## src/rtl/mrf_pkg.sv

```systemverilog
package mrf_pkg;
  typedef enum logic [1:0] {ST_IDLE, ST_HOLD, ST_WDAT} req_st_e;

  function automatic logic size_bad(input int unsigned req, input int unsigned max_sz);
    return (max_sz > 1) && ((req == 0) || (req > max_sz));
  endfunction

  function automatic int unsigned clamp_size(input int unsigned req, input int unsigned max_sz);
    if (max_sz <= 1) return 1;
    if (size_bad(req, max_sz)) return max_sz;
    return req;
  endfunction
endpackage

```

## src/rtl/mrf_req_hold.sv

```systemverilog
module mrf_req_hold
  import mrf_pkg::*;
#(
  parameter int ADDR_W    = 16,
  parameter int SIZE_W    = 3,
  parameter int MAX_LOCAL = 4
) (
  input  logic              clk,
  input  logic              rst_n,
  input  logic              rd_req,
  input  logic              wr_req,
  input  logic [ADDR_W-1:0] addr,
  input  logic [SIZE_W-1:0] size,
  input  logic              init_in,
  input  logic              cmd_rdy,
  output logic              ready,
  output logic              init_done,
  output logic              cmd_vld,
  output logic              cmd_rd,
  output logic [ADDR_W-1:0] cmd_addr,
  output logic [SIZE_W-1:0] cmd_size,
  output logic              pull,
  output logic              size_err
);
  req_st_e           st;
  logic              init_q;
  logic              p_rd;
  logic [ADDR_W-1:0] p_addr;
  logic [SIZE_W-1:0] p_size;
  logic [SIZE_W-1:0] left;
  logic              err_q;

  // named internal events
  logic              accept;
  logic              cmd_fire;
  logic              req_bad;
  logic [SIZE_W-1:0] eff_size;

  assign ready    = (st == ST_IDLE);
  assign accept   = ready && (rd_req || wr_req);
  assign req_bad  = size_bad(32'(size), MAX_LOCAL);
  assign eff_size = SIZE_W'(clamp_size(32'(size), MAX_LOCAL));
  assign cmd_vld  = (st == ST_HOLD) && init_q;
  assign cmd_fire = cmd_vld && cmd_rdy;
  assign pull     = (st == ST_WDAT);
  assign cmd_rd   = p_rd;
  assign cmd_addr = p_addr;
  assign cmd_size = p_size;
  assign init_done = init_q;
  assign size_err = err_q;

  always_ff @(posedge clk) begin
    if (!rst_n) begin
      st     <= ST_IDLE;
      init_q <= 1'b0;
      p_rd   <= 1'b0;
      p_addr <= '0;
      p_size <= '0;
      left   <= '0;
      err_q  <= 1'b0;
    end else begin
      init_q <= init_in;
      err_q  <= accept && req_bad;
      unique case (st)
        ST_IDLE: if (accept) begin
          st     <= ST_HOLD;
          p_rd   <= rd_req;
          p_addr <= addr;
          p_size <= eff_size;
        end
        ST_HOLD: if (cmd_fire) begin
          if (p_rd) st <= ST_IDLE;
          else begin
            st   <= ST_WDAT;
            left <= p_size;
          end
        end
        ST_WDAT: begin
          left <= left - 1'b1;
          if (left == SIZE_W'(1)) st <= ST_IDLE;
        end
        default: st <= ST_IDLE;
      endcase
    end
  end


  cmd_wait_init_chk: assert property (@(posedge clk) disable iff (!rst_n)
    cmd_vld |-> init_done);

  accept_drops_ready_chk: assert property (@(posedge clk) disable iff (!rst_n)
    accept |=> !ready);

  pull_after_fire_chk: assert property (@(posedge clk) disable iff (!rst_n)
    (cmd_fire && !cmd_rd) |=> pull);

  cmd_size_range_chk: assert property (@(posedge clk) disable iff (!rst_n)
    cmd_vld |-> (cmd_size >= SIZE_W'(1) && 32'(cmd_size) <= MAX_LOCAL));

  err_single_chk: assert property (@(posedge clk) disable iff (!rst_n)
    size_err |=> !size_err);
endmodule

```

## src/rtl/mrf_rd_return.sv

```systemverilog
module mrf_rd_return #(
  parameter int DW         = 16,
  parameter int EARLY_LEAD = 3
) (
  input  logic          clk,
  input  logic          rst_n,
  input  logic          in_vld,
  input  logic [DW-1:0] in_data,
  output logic          early,
  output logic          out_vld,
  output logic [DW-1:0] out_data
);
  localparam int DEPTH = EARLY_LEAD + 1;

  logic          v_q [DEPTH];
  logic [DW-1:0] d_q [DEPTH];

  always_ff @(posedge clk) begin
    if (!rst_n) begin
      v_q[0] <= 1'b0;
      d_q[0] <= '0;
    end else begin
      v_q[0] <= in_vld;
      d_q[0] <= in_data;
    end
  end

  for (genvar i = 1; i < DEPTH; i++) begin : g_stage
    always_ff @(posedge clk) begin
      if (!rst_n) begin
        v_q[i] <= 1'b0;
        d_q[i] <= '0;
      end else begin
        v_q[i] <= v_q[i-1];
        d_q[i] <= d_q[i-1];
      end
    end
  end

  assign early    = v_q[0];
  assign out_vld  = v_q[DEPTH-1];
  assign out_data = d_q[DEPTH-1];

  if (EARLY_LEAD == 3) begin : g_lead_chk

    early_lead_chk: assert property (@(posedge clk) disable iff (!rst_n)
      early |-> ##3 out_vld);
  end
endmodule

```

## src/rtl/mrf_refresh_ack.sv

```systemverilog
module mrf_refresh_ack (
  input  logic clk,
  input  logic rst_n,
  input  logic refresh_lvl,
  output logic ack
);
  logic lvl_q;
  logic rise;

  assign rise = refresh_lvl && !lvl_q;

  always_ff @(posedge clk) begin
    if (!rst_n) begin
      lvl_q <= 1'b0;
      ack   <= 1'b0;
    end else begin
      lvl_q <= refresh_lvl;
      ack   <= rise;
    end
  end


  ack_single_chk: assert property (@(posedge clk) disable iff (!rst_n)
    ack |=> !ack);
endmodule

```

## src/rtl/mem_req_frontend.sv

```systemverilog
module mem_req_frontend #(
  parameter int MEM_DW     = 8,
  parameter int ADDR_W     = 16,
  parameter int MEM_BL     = 8,
  parameter int SIZE_W     = 3,
  parameter int EARLY_LEAD = 3
) (
  input  logic                clk,
  input  logic                rst_n,
  input  logic                usr_rd_req,
  input  logic                usr_wr_req,
  input  logic [ADDR_W-1:0]   usr_addr,
  input  logic [SIZE_W-1:0]   usr_size,
  input  logic [2*MEM_DW-1:0] usr_wdata,
  output logic                usr_ready,
  output logic                usr_init_done,
  output logic                usr_wdata_pull,
  output logic [2*MEM_DW-1:0] usr_rdata,
  output logic                usr_rdata_vld,
  output logic                usr_rdata_early,
  output logic                usr_size_err,
  output logic                usr_refresh_ack,
  input  logic                be_init_done,
  output logic                be_cmd_vld,
  output logic                be_cmd_rd,
  output logic [ADDR_W-1:0]   be_cmd_addr,
  output logic [SIZE_W-1:0]   be_cmd_size,
  input  logic                be_cmd_rdy,
  output logic [2*MEM_DW-1:0] be_wdata,
  output logic                be_wdata_vld,
  input  logic                be_rd_vld,
  input  logic [2*MEM_DW-1:0] be_rdata,
  input  logic                be_refresh
);
  localparam int LOC_DW    = 2 * MEM_DW;
  localparam int MAX_LOCAL = (MEM_BL / 2 < 1) ? 1 : MEM_BL / 2;

  logic wvld_q;

  mrf_req_hold #(.ADDR_W(ADDR_W), .SIZE_W(SIZE_W), .MAX_LOCAL(MAX_LOCAL)) u_hold (
    .clk(clk), .rst_n(rst_n),
    .rd_req(usr_rd_req), .wr_req(usr_wr_req), .addr(usr_addr), .size(usr_size),
    .init_in(be_init_done), .cmd_rdy(be_cmd_rdy),
    .ready(usr_ready), .init_done(usr_init_done),
    .cmd_vld(be_cmd_vld), .cmd_rd(be_cmd_rd), .cmd_addr(be_cmd_addr), .cmd_size(be_cmd_size),
    .pull(usr_wdata_pull), .size_err(usr_size_err)
  );

  always_ff @(posedge clk) begin
    if (!rst_n) wvld_q <= 1'b0;
    else        wvld_q <= usr_wdata_pull;
  end

  assign be_wdata_vld = wvld_q;
  assign be_wdata     = usr_wdata;

  mrf_rd_return #(.DW(LOC_DW), .EARLY_LEAD(EARLY_LEAD)) u_rd (
    .clk(clk), .rst_n(rst_n),
    .in_vld(be_rd_vld), .in_data(be_rdata),
    .early(usr_rdata_early), .out_vld(usr_rdata_vld), .out_data(usr_rdata)
  );

  mrf_refresh_ack u_ref (
    .clk(clk), .rst_n(rst_n), .refresh_lvl(be_refresh), .ack(usr_refresh_ack)
  );


  wdata_follow_chk: assert property (@(posedge clk) disable iff (!rst_n)
    usr_wdata_pull |=> be_wdata_vld);
endmodule

```

## config.mk

```make
export PLATFORM = sky130hd
export DESIGN_NAME = mem_req_frontend
export DESIGN_NICKNAME = d
export VERILOG_FILES = /design/src/rtl/mrf_pkg.sv /design/src/rtl/mrf_req_hold.sv /design/src/rtl/mrf_rd_return.sv /design/src/rtl/mrf_refresh_ack.sv /design/src/rtl/mem_req_frontend.sv
export SDC_FILE = /design/constraint.sdc
export NUM_CORES = 1
export LEC_CHECK = 0
export BUFFER_PORTS_ARGS = -buffer_cell sky130_fd_sc_hd__buf_2
export CAP_MARGIN = 5
export CELL_PAD_IN_SITES_DETAIL_PLACEMENT = 1
export CELL_PAD_IN_SITES_GLOBAL_PLACEMENT = 1
export CORE_MARGIN = 4
export CORE_UTILIZATION = 37
export CTS_BUF_LIST = sky130_fd_sc_hd__clkbuf_8
export DETAILED_ROUTE_END_ITERATION = 12
export PLACE_DENSITY = 0.82
export SYNTH_ARGS = -nofsm -noshare
export SYNTH_HDL_FRONTEND = slang
export SYNTH_SLANG_ARGS = --single-unit
```

## constraint.sdc

```tcl
create_clock -name clk -period 1.85 [get_ports clk]
set_input_delay 0.0925 -clock clk [delete_from_list [all_inputs] [get_ports clk]]
set_output_delay 0.0925 -clock clk [all_outputs]
set_load 0.05 [all_outputs]
```

# [After elaboration in Yosys (flattened, before gate mapping)]
# Memory sizes are Yosys's and may differ from the RTL's.
# Index checks and enable logic that the tools add are counted.
[op_classes] add_sub_neg=1 magnitude_cmp=1 n_eq_ne=7 n_mux=21 bitwise=8 reduce_logical=14
[op_table] operator="$mux 16" count=4
[op_table] operator="$mux 3" count=4
[op_table] operator="$mux 2" count=4
[op_table] operator="$or 1x1->1" count=8
[op_table] operator="$mux 1" count=7
[op_table] operator="$pmux 2 s3" count=1
[op_table] operator="$pmux 3 s2" count=1
[op_table] operator="$reduce_and 3->1" count=2
[op_table] operator="$logic_and 1x1->1" count=5
[op_table] operator="$ne 2x1->1 const B" count=2
[op_table] operator="$ne 2x2->1 const B" count=2
[op_table] operator="$eq 3x1->1 const B" count=1
[op_table] operator="$gt 3x3->1 const B" count=1
[op_table] operator="$logic_not 3->1" count=1
[op_table] operator="$sub 3x1->3 const B" count=1
[op_table] operator="$eq 2x1->1 const B" count=1
[op_table] operator="$eq 2x2->1 const B" count=1
[op_table] operator="$logic_not 2->1" count=1
[op_table] operator="$logic_or 1x1->1" count=2
[op_table] operator="$reduce_and 2->1" count=1
[op_table] operator="$reduce_bool 2->1" count=1
[op_table] operator="$logic_not 1->1" count=1
[word_totals] regBits=30 ramBits=68 inputBits=59 out_inout_bits=61 elab_cells=64 n_memories=2
[mem_list] name="u_rd.d_q" words=4 word_bits=16 rd=4 rd_clocked_by_memory_dff=0 write_ports=4 line="mrf_rd_return.sv:16" text="logic [DW-1:0] d_q [DEPTH];"
[mem_list] name="u_rd.v_q" words=4 word_bits=1 rd=4 rd_clocked_by_memory_dff=0 write_ports=4 line="mrf_rd_return.sv:15" text="logic v_q [DEPTH];"

# [Longest topological paths before layout]
# Gate-level depths: netlist of run 1.
[logic_depth] depth_word=5 ltp_mapped=6 mapped_depth_nobuf=5

# [Cells and area by module]
# Synthesis of run 1 repeated with hierarchy kept, for this count alone.
[hier_totals] cells_unflattened=316 area_unflattened_um2=3422.0
[by_module_without_submodules] mod="mrf_rd_return" n_inst=1 cells_each=159 area_per_inst_um2=1986.9
[by_module_without_submodules] mod="mrf_req_hold" n_inst=1 cells_each=135 area_per_inst_um2=1233.7
[by_module_without_submodules] mod="mem_req_frontend" n_inst=1 cells_each=18 area_per_inst_um2=146.4
[by_module_without_submodules] mod="mrf_refresh_ack" n_inst=1 cells_each=4 area_per_inst_um2=55.1

# [Worst setup path before layout of run 1]
# OpenSTA, ideal clock, no wires.
[synth_path] kind="register to register" startpoint="reg u_hold.st[0]" endpoint="reg u_hold.p_size[0], in the netlist u_hold.cmd_size[0]" arrival_ps=1536 slack_ps=243 stages_incl_launch_ff=7 n_path_buf=1 synth_period_minus_slack_ps=1607 cell_sequence="dfxtp_1 -> inv_1 -> ha_1 -> o21a_1 -> buf_4 -> nand3b_1 -> a21oi_1"
[synth_between] elab_chain_cells=3
[synth_rtl] item="start, declared" line="mrf_req_hold.sv:25" text="req_st_e st;"
[synth_rtl] item="start signal, assigned" line="mrf_req_hold.sv:54" text="st <= ST_IDLE;"
[synth_rtl] item="start signal, assigned" line="mrf_req_hold.sv:66" text="st <= ST_HOLD;"
[synth_rtl] item="start signal, assigned" line="mrf_req_hold.sv:72" text="if (p_rd) st <= ST_IDLE;"
[synth_rtl] item="$logic_not 2->1 (*)" line="mrf_req_hold.sv:39" text="assign ready = (st == ST_IDLE);"
[synth_rtl] item="via usr_ready" line="mem_req_frontend.sv:15" text="output logic usr_ready,"
[synth_rtl] item="$logic_and 1x1->1" line="mrf_req_hold.sv:40" text="assign accept = ready && (rd_req || wr_req);"
[synth_rtl] item="$reduce_and 2->1 (no source line) (*)"
[synth_rtl] item="end signal, assigned" line="mrf_req_hold.sv:69" text="p_size <= eff_size;"
[synth_rtl] item="end, declared" line="mrf_req_hold.sv:29" text="logic [SIZE_W-1:0] p_size;"
# The timed path passes the listed nets; every way through them passes the cells marked *.
# A chain may end at the register's enable or synchronous reset.

# [Final worst setup path of run 1]
[layout_path] startpoint="reg u_hold.st[0]" endpoint="reg u_hold.p_addr[10], in the netlist u_hold.cmd_addr[10]"
[layout_between] elab_chain_cells=3
[layout_rtl] item="$logic_not 2->1 (*)" line="mrf_req_hold.sv:39, mrf_req_hold.sv:64"
[layout_rtl] item="$logic_and 1x1->1" line="mrf_req_hold.sv:40"
[layout_rtl] item="$reduce_and 2->1 (no source line) (*)"
[layout_rtl] item="end signal, assigned" line="mrf_req_hold.sv:68" text="p_addr <= addr;"
[layout_rtl] item="end, declared" line="mrf_req_hold.sv:28" text="logic [ADDR_W-1:0] p_addr;"
# Every way passes the cells marked *; elsewhere a longest branch is shown, timed or not.

==> results.yml, run 1 <==
clock_network:
  cts.clk_slew.worst_paths_ns: 0.11
  cts_sinks: 98
  root_buffer: "clkbuf_8"
  cts_hold_buf: 35
  post_cts_resized: 0
  clk_latency_ns: 0.36
  cts_buffer_depth: 2
  cts_buffers: 9
  cts_setup_buffers: 0
  cts.htree.levels: 3
  cts_tree: "built"
route:
  wirelength_mm: 7.465
  initialDrtViolationCount: 44
  vias: 2339
  vias_per_cell: 4.489
  antenna_left: 0
  firstDrtPassIters: 4
  drc: 0
  routedWlPerCell_um: 14.33
flow_run:
  drv_cap: 0
power_and_ir_drop:
  p_leak_nw: 1.895
  ir_drop_uv: 554.2
  total_power_w: 0.005178
  power_density_nw_per_um2: 1250
synth:
  avgSynthCellArea_sq_um: 10.47
  synth_top_area_share_pct: 61.64
  synth_top_area_cell: "dfxtp_1"
  ys_top_cells_by_area: "dfxtp_1 (62%), and2_1 (14%), nand2_1 (4.8%)"
  synth_warnings: 0
  syn-cell-area_sq_um: 3183
  yosysSeqAreaShare_pct: 61.64
  netlist_instances: 304
  synth-seq-cells: 98
  syn_nets: 369
  synthDistinctLibCells: 28
critical_path:
  crit_required_ns: 2.13
  start_kind: "flip-flop"
  cp.arrival_ns: 1.93
  worstSetupPathType: "flip-flop to flip-flop"
  crit_path_max_fanout: 14
  worstSetupEndpointType: "flip-flop"
place:
  gp_congestion: 0.6940
  placed_area_sq_um: 3593
  portBuffers: 87
  dp_hpwl_mm: 4.672
outcome:
  status: "complete, no violations"
floorplan:
  coreArea_sq_um: 8299
  start_util_pct: 38.35
  die_w_um: 100.8
  design.die.area_sq_um: 10150
  boundaryPins: 120
  chipHeight_um: 100.8
  fp-row-count: 33
sta:
  tightest_slew_ns: 0.8078
  hold_viol: 0
  finalSetupViolations: 0
  setup_tns_ns: 0
  final-max-slew-violation-count: 0
  fin_hold_ws_ns: 0.01982
  rsz0062_at_grt: "no"
  fin_skew_ns: 0.01232
  max_freq_mhz: 604.0
  maxSlewHeadroom_pct: 46.09
  min_period_over_period_pct: 89.49
  period_minus_slack_ns: 1.656
cells_and_area:
  drive_gt1_share_pct: 26.68
  fin_nets: 476
  design_area_sq_um: 4144
  diodes: 0
  fillers: 934
  syn2layout_area_growth_pct: 30.19
grt:
  grt-ovfl-total: 0
  grt_max_degree: 53
  grt_pass1_wl_mm: 12.00
  grt_pass1_vias: 2493
  antenna_found_initial: 0
  grt_use_met3_pct: 4.429
  grt_util_met2_pct: 27.09
  grt_usage_pct: 15.30
  top_usage_layer: "met2"
  use_met1_pct: 16.46
worst_hold_path:
  hold_path_class: "input pin to flip-flop"
routing by layer:
layer	vias to the layer above	wire [um]
met5	-	0
met4	0	247
met3	27	349
met2	64	3981
met1	1089	2887
li1	1159	-
final timing paths:
path | start | endpoint | slack (ns) | cells past startpoint
setup / recovery | u_hold.st[0] | u_hold.cmd_addr[10] | 0.19 | 6
hold / removal | usr_size[0] | u_hold.cmd_size[0] | 0.02 | 3
setup reg to reg | u_hold.st[0] | u_hold.cmd_addr[10] | 0.19 | 6
hold reg to reg | u_ref.lvl_q | u_ref.ack | 0.42 | 1
cells in the final DEF (no fill, tap or decap):
| cell type | netlist | layout |
|---|---|---|
| nor2_1 | 3 | 3 |
| nand3b_1 | 3 | 3 |
| o21ai_4 | 1 | 1 |
| nand4b_2 | 1 | 1 |
| nor2b_1 | 1 | 1 |
| clkbuf_8 | 0 | 9 |
| buf_4 | 18 | 3 |
| and2_2 | 1 | 1 |
| a211oi_1 | 1 | 1 |
| inv_8 | 0 | 3 |
| buf_2 | 2 | 87 |
| clkinv_8 | 0 | 1 |
| clkinv_4 | 0 | 1 |
| inv_1 | 8 | 8 |
| o21a_1 | 1 | 1 |
| nand2b_1 | 2 | 2 |
| and3_1 | 1 | 1 |
| mux2i_1 | 1 | 1 |
| nand2_1 | 41 | 41 |
| ha_1 | 6 | 6 |
| a22o_2 | 1 | 1 |
| a31oi_1 | 1 | 1 |
| a21oi_1 | 20 | 20 |
| dlygate4sd3_1 | 0 | 35 |
| or2_2 | 1 | 1 |
| a211o_1 | 3 | 3 |
| a222oi_1 | 1 | 1 |
| nand3_1 | 2 | 2 |
| o32ai_1 | 2 | 2 |
| inv_6 | 0 | 2 |
| dfxtp_1 | 98 | 98 |
| and2_1 | 73 | 73 |
| a2bb2oi_1 | 2 | 2 |
worst max-delay path: stages (launching register included):
cell,delay [ns]
dfxtp_1,0.33
inv_1,0.10
ha_1,0.29
o21a_1,0.34
buf_4,0.26
nand2_1,0.08
a21oi_1,0.15
registers in the layout, indices dropped and copies added (netlist names):
| signal | flops |
|---|---|
| be_wdata_vld | 1 |
| u_hold.cmd_addr | 16 |
| u_hold.cmd_rd | 1 |
| u_hold.cmd_size | 3 |
| u_hold.init_done | 1 |
| u_hold.left | 3 |
| u_hold.size_err | 1 |
| u_hold.st | 2 |
| u_rd.d_q | 64 |
| u_rd.v_q | 4 |
| u_ref.ack | 1 |
| u_ref.lvl_q | 1 |
Yosys cell counts:
cell	instances
a211o_1	3
a211oi_1	1
a21oi_1	20
a222oi_1	1
a22o_2	1
a2bb2oi_1	2
a31oi_1	1
and2_1	73
and2_2	1
and3_1	1
buf_2	2
buf_4	18
clkbuf_1	9
dfxtp_1	98
ha_1	6
inv_1	8
mux2i_1	1
nand2_1	41
nand2b_1	2
nand3_1	2
nand3b_1	3
nand4b_2	1
nor2_1	3
nor2b_1	1
o21a_1	1
o21ai_4	1
o32ai_1	2
or2_2	1
per-stage QoR:
step                      worst slack, ns  cells  util (%)
after CTS                          0.2330    521     49.93
after floorplan                    0.2432    304         -
after detailed placement           0.2516    470     43.30
after global placement             0.3848    470     43.30
after global routing              0.07815    521     49.93
final                              0.1944    521     49.93
cell families (layout without fill, tap and decap cells):
logic type / count (synthesis) / in the layout / synth area share (%)
DFF: 98 / 98 / 61.64
AOI/OAI and AO/OA: 33 / 33 / 6.880
adders and majority gates: 6 / 6 / 2.358
muxes: 1 / 1 / 0.3145
buffers and inverters: 37 / 149 / 6.564
and+or+nand+nor: 129 / 129 / 22.25
report_power, final:
part	switching [W]	internal, W
logic	0.000985	0.000429
registers	0.000100	0.00230
clock network	0.000824	0.000541
layout make-up:
type | count | area (sq um) | share of cell area [%]
Clock buffer | 9 | 123.9 | 2.989
Tap cell | 105 | 131.4 | 3.170
Sequential cell | 98 | 1962 | 47.34
Clock inverter | 7 | 76.32 | 1.842
Multi-Input combinational cell | 169 | 1012 | 24.43
Inverter | 8 | 30.03 | 0.7246
Timing Repair Buffer | 125 | 808.3 | 19.50
Note: power is estimated with default switching activity, not from simulation.
==> run 2: changes to the inputs <==
--- a/config.mk
+++ b/config.mk
@@ -10,10 +10,12 @@
 export CELL_PAD_IN_SITES_DETAIL_PLACEMENT = 1
 export CELL_PAD_IN_SITES_GLOBAL_PLACEMENT = 1
 export CORE_MARGIN = 4
-export CORE_UTILIZATION = 37
+export CORE_UTILIZATION = 39
 export CTS_BUF_LIST = sky130_fd_sc_hd__clkbuf_8
 export DETAILED_ROUTE_END_ITERATION = 12
-export PLACE_DENSITY = 0.82
+export PLACE_DENSITY = 0.84
+export SKIP_CTS_REPAIR_TIMING = 1
 export SYNTH_ARGS = -nofsm -noshare
 export SYNTH_HDL_FRONTEND = slang
+export SYNTH_HIERARCHICAL = 1
 export SYNTH_SLANG_ARGS = --single-unit
==> results.yml, run 2 <==
cells_and_area:
  top_register: "u_rd/d_q"
  final_common_cell: "dfxtp_1"
  mostFrequentLayoutCells: "dfxtp_1 (98), buf_2 (87), and2_1 (50), dlygate4sd3_1 (32), and2_2 (21)"
  drive_gt1_share_pct: 33.33
  seq_area_sq_um: 1962
  fillers: 941
  fin_util_pct: 49.75
  fin_nets: 462
  multi_input_comb_area_sq_um: 1077
  design_area_sq_um: 4170
  syn2layout_area_growth_pct: 21.86
  largest_reg_flops: 64
  diodes: 0
sta:
  rsz0062_at_grt: "no"
  period_minus_slack_ns: 1.712
  fin_skew_ns: 0.009552
  maxSlewHeadroom_pct: 54.99
  max_freq_mhz: 584.0
  setup_tns_ns: 0
  hold_viol: 0
  layout_setup_ws_ns: 0.1377
  tightest_slew_ns: 0.6752
  min_period_over_period_pct: 92.56
  final-max-slew-violation-count: 0
  finalSetupViolations: 0
power_and_ir_drop:
  pwr-share-clk_pct: 31.1
  ir_drop_uv: 394.5
  power_density_nw_per_um2: 971.2
  p_comb_share_pct: 13.5
  seqPwrFrac_pct: 55.4
  p_switching_w: 0.001130
  power.internal_w: 0.002920
  p_leak_nw: 1.894
  swShare_pct: 27.89
route:
  routedWlPerCell_um: 14.00
  vias_per_cell: 4.445
  firstDrtPassIters: 2
  drc: 0
  initialDrtViolationCount: 39
  antenna_left: 0
  wirelength_mm: 7.139
  vias: 2267
critical_path:
  crit_path_max_fanout: 21
  start_kind: "flip-flop"
  worstSetupEndpointType: "output pin"
  cp.arrival_ns: 1.62
  worstSetupPathType: "flip-flop to output pin"
  crit_required_ns: 1.76
floorplan:
  start_util_pct: 40.83
  boundaryPins: 120
  design.die.area_sq_um: 10340
  coreArea_sq_um: 8382
  chipHeight_um: 101.7
  die_w_um: 101.7
  fp-row-count: 33
synth:
  avgSynthCellArea_sq_um: 10.83
  syn-cell-area_sq_um: 3422
  async_flop_share_pct: 0
  synth_top_area_share_pct: 57.33
  yosysSeqAreaShare_pct: 57.33
  synthTopCellsByCount: "dfxtp_1 (98), and2_1 (50), buf_4 (34), and2_2 (21), a21boi_1 (20)"
  synth-seq-cells: 98
  synth_edf_count: 0
  netlist_instances: 316
  synthDistinctLibCells: 40
  syn_nets: 378
  synth_top_area_cell: "dfxtp_1"
  synth.most_common_cell: "dfxtp_1"
  synth_flop_cell: "dfxtp_1"
  ys_top_cells_by_area: "dfxtp_1 (57%), and2_1 (9.1%), buf_4 (7.5%)"
  synth_warnings: 6
clock_network:
  cts_tree: "built"
  cts.clk_slew.worst_paths_ns: 0.09
  clk_latency_ns: 0.35
  cts_sinks: 98
  cts_buffers: 9
  cts.htree.levels: 3
  root_buffer: "clkbuf_8"
  cts_buffer_depth: 2
grt:
  grt-ovfl-total: 0
  grt_max_degree: 71
  grt_pass1_vias: 2241
  antenna_found_initial: 0
  grt_pass1_wl_mm: 10.57
  grt_usage_pct: 12.84
worst_hold_path:
  hold_path_class: "input pin to flip-flop"
place:
  pre_cts_ws_ns: 0.5282
  portBuffers: 87
  placed_area_sq_um: 3667
  dp_hpwl_mm: 4.570
  gp_congestion: 0.7789
flow_run:
  drv_cap: 0
outcome:
  status: "complete, no violations"
[run 2: power by group through the flow]
stage | combinational (W) | sequential (W) | clock, W
6_report | 0.000549 | 0.00224 | 0.00126
5_1_grt | 0.000588 | 0.00225 | 0.00140
4_1_cts | 0.000495 | 0.00224 | 0.00131
3_5_place_dp | 0.000494 | 0.00229 | 0
3_3_place_gp | 0.000480 | 0.00229 | 0
2_1_floorplan | 0.000329 | 0.00242 | 0
[run 2: cells by family after synthesis]
kind of cell | count (synthesis) | share of synthesized area [%]
AND/OR/NAND/NOR | 108 | 20.40
flip-flops | 98 | 57.33
buffers and inverters | 56 | 11.19
AO/OA/AOI/OAI | 49 | 9.433
adder cells (fa/ha/maj) | 3 | 1.097
XOR/XNOR | 1 | 0.2560
multiplexers | 1 | 0.2925
[run 2: final cells by class]
cell class	count	share of cell area, %
Sequential cell	98	47.04
Multi-Input combinational cell	162	25.83
Timing Repair Buffer	122	18.96
Tap cell	105	3.150
Clock buffer	9	2.970
Clock inverter	7	1.410
Inverter	7	0.6301
[run 2: worst paths after layout]
check | depth (start not counted) | slack, ns | end | startpoint
worst min register to register | 1 | 0.44 | u_rd/d_q[1][21] | u_rd/d_q[1][5]
worst max-delay path | 3 | 0.14 | usr_ready | u_hold/st[0]
worst max register to register | 4 | 0.53 | u_hold/cmd_size[2] | u_hold/st[0]
worst min-delay path | 3 | 0.004 | u_hold/cmd_addr[15] | usr_addr[15]
[run 2: worst max-delay path, stage by stage, from the launching register on]
cell and delay (ns):
dfxtp_1 0.39, or2_4 0.26, inv_2 0.28, buf_2 0.35
[run 2: stage by stage]
step | cells | hold WS, ns | power (W)
after floorplan | 316 | 0.2142 | 0.002751
after global placement | 462 | 0.1853 | 0.002767
after detailed placement | 462 | 0.1853 | 0.002786
after CTS | 478 | -0.07198 | 0.004044
after global routing | 510 | 0.0003676 | 0.004241
final | 510 | 0.003566 | 0.004050
[run 2: routing by layer]
layer  global-route usage [%]  wire [um]  up-vias
met4                    5.521         86        0
met2                    20.77       3634       51
met1                    16.25       3064     1051
met3                    3.237        353        7
met5                        0          0        -
li1                         -          -     1158
==> run 3: changes to the inputs <==
--- a/config.mk
+++ b/config.mk
@@ -14,6 +14,7 @@
 export CTS_BUF_LIST = sky130_fd_sc_hd__clkbuf_8
 export DETAILED_ROUTE_END_ITERATION = 12
 export PLACE_DENSITY = 0.84
+export RECOVER_POWER = 25
 export SKIP_CTS_REPAIR_TIMING = 1
 export SYNTH_ARGS = -nofsm -noshare
 export SYNTH_HDL_FRONTEND = slang
==> results.yml, run 3 (synthesis gave the netlist of run 2 again) <==
outcome:
  status: "complete, no violations"
grt:
  grt_pass1_vias: 2241
  grt_usage_pct: 12.84
  antenna_found_initial: 0
  grt_pass1_wl_mm: 10.57
  grt-ovfl-total: 0
  grt_max_degree: 71
cells_and_area:
  mostFrequentLayoutCells: "dfxtp_1 (98), buf_2 (87), and2_1 (47), dlygate4sd3_1 (32), and2_2 (21)"
  fin_nets: 462
  diodes: 0
  top_register: "u_rd/d_q"
  fillers: 941
  syn2layout_area_growth_pct: 21.86
  drive_gt1_share_pct: 33.33
  largest_reg_flops: 64
  final_common_cell: "dfxtp_1"
route:
  vias: 2266
  routedWlPerCell_um: 13.97
  wirelength_mm: 7.127
  vias_per_cell: 4.443
  firstDrtPassIters: 2
  antenna_left: 0
  drc: 0
  initialDrtViolationCount: 38
power_and_ir_drop:
  seqPwrFrac_pct: 55.4
  total_power_w: 0.004049
  p_comb_share_pct: 13.5
  pwr-share-clk_pct: 31.1
  p_leak_nw: 1.891
  p_switching_w: 0.001129
  power.internal_w: 0.002920
  swShare_pct: 27.89
  power_density_nw_per_um2: 971.0
  ir_drop_uv: 394.5
place:
  dp_hpwl_mm: 4.570
  gp_congestion: 0.7789
  portBuffers: 87
sta:
  hold_viol: 0
  fin_hold_ws_ns: 0.003585
  rsz0062_at_grt: "no"
  period_minus_slack_ns: 1.712
  maxSlewHeadroom_pct: 54.98
  fin_skew_ns: 0.009549
  tightest_slew_ns: 0.6753
  setup_tns_ns: 0
  final-max-slew-violation-count: 0
  max_freq_mhz: 584.0
  min_period_over_period_pct: 92.56
  finalSetupViolations: 0
floorplan:
  fp-row-count: 33
  start_util_pct: 40.83
  boundaryPins: 120
  design.die.area_sq_um: 10340
  coreArea_sq_um: 8382
  chipHeight_um: 101.7
  die_w_um: 101.7
worst_hold_path:
  min_to: "u_hold/cmd_addr[15]"
  hold_path_class: "input pin to flip-flop"
  hold_path_depth: 3
  min-delay-start: "usr_addr[15]"
clock_network:
  root_buffer: "clkbuf_8"
  cts.clk_slew.worst_paths_ns: 0.09
  cts_buffer_depth: 2
  cts_tree: "built"
  cts.htree.levels: 3
  cts_sinks: 98
  clk_latency_ns: 0.35
  cts_buffers: 9
critical_path:
  crit_path_max_fanout: 21
  regToRegSetupSlack_ns: 0.53
  crit_required_ns: 1.76
  start_kind: "flip-flop"
  cp.arrival_ns: 1.62
  reg2reg_to: "u_hold/cmd_size[2]"
  ff2ff_path_depth: 4
  r2r-start: "u_hold/st[0]"
  worstSetupEndpointType: "output pin"
  worstSetupPathType: "flip-flop to output pin"
flow_run:
  drv_cap: 0
[run 3: stage by stage]
stage / utilization (%) / instances / setup slack [ns] / instance area, sq um
after CTS: 45.93 / 478 / 0.1314 / 3850
after global placement: 43.75 / 462 / 0.5615 / 3667
after global routing: 49.75 / 510 / 0.05527 / 4170
after floorplan: - / 316 / 0.3293 / 3422
final: 49.75 / 510 / 0.1377 / 4170
after detailed placement: 43.75 / 462 / 0.5282 / 3667
[run 3: power groups by stage]
stage | sequential, W | combinational, W | clock (W)
after floorplan | 0.00242 | 0.000329 | 0
after global placement | 0.00229 | 0.000480 | 0
after detailed placement | 0.00229 | 0.000494 | 0
after CTS | 0.00224 | 0.000495 | 0.00131
after global routing | 0.00225 | 0.000588 | 0.00140
final | 0.00224 | 0.000549 | 0.00126
[run 3: worst max-delay path by stage]
| stage | startpoint | to | slack (ns) | cells after the start |
|---|---|---|---|---|
| 2_1_floorplan | u_hold/init_done | u_hold/left[1] | 0.33 | 3 |
| 3_3_place_gp | u_hold/st[0] | usr_ready | 0.56 | 3 |
| 3_5_place_dp | u_hold/st[0] | usr_ready | 0.53 | 3 |
| 4_1_cts | u_hold/st[0] | usr_ready | 0.13 | 3 |
| 5_1_grt | u_hold/st[0] | usr_ready | 0.06 | 3 |
| 6_report | u_hold/st[0] | usr_ready | 0.14 | 3 |
[run 3: metal layers]
layer	up-vias	part of all wire, %	global-route usage [%]
met3	7	5.0	3.237
met1	1052	43	16.25
met4	0	1.2	5.521
met5	-	0	0
li1	1156	-	-
met2	51	51	20.77
[run 3: layout make-up]
cell class | instances | area, sq um | area share, %
Clock buffer | 9 | 123.9 | 2.970
Clock inverter | 7 | 58.81 | 1.410
Inverter | 7 | 26.28 | 0.6301
Multi-Input combinational cell | 162 | 1077 | 25.83
Sequential cell | 98 | 1962 | 47.04
Tap cell | 105 | 131.4 | 3.150
Timing Repair Buffer | 122 | 790.8 | 18.96
[run 3: worst max-delay path: stages (launching register included)]
cell and delay, ns:
dfxtp_1 0.39, or2_4 0.26, inv_2 0.28, buf_2 0.35
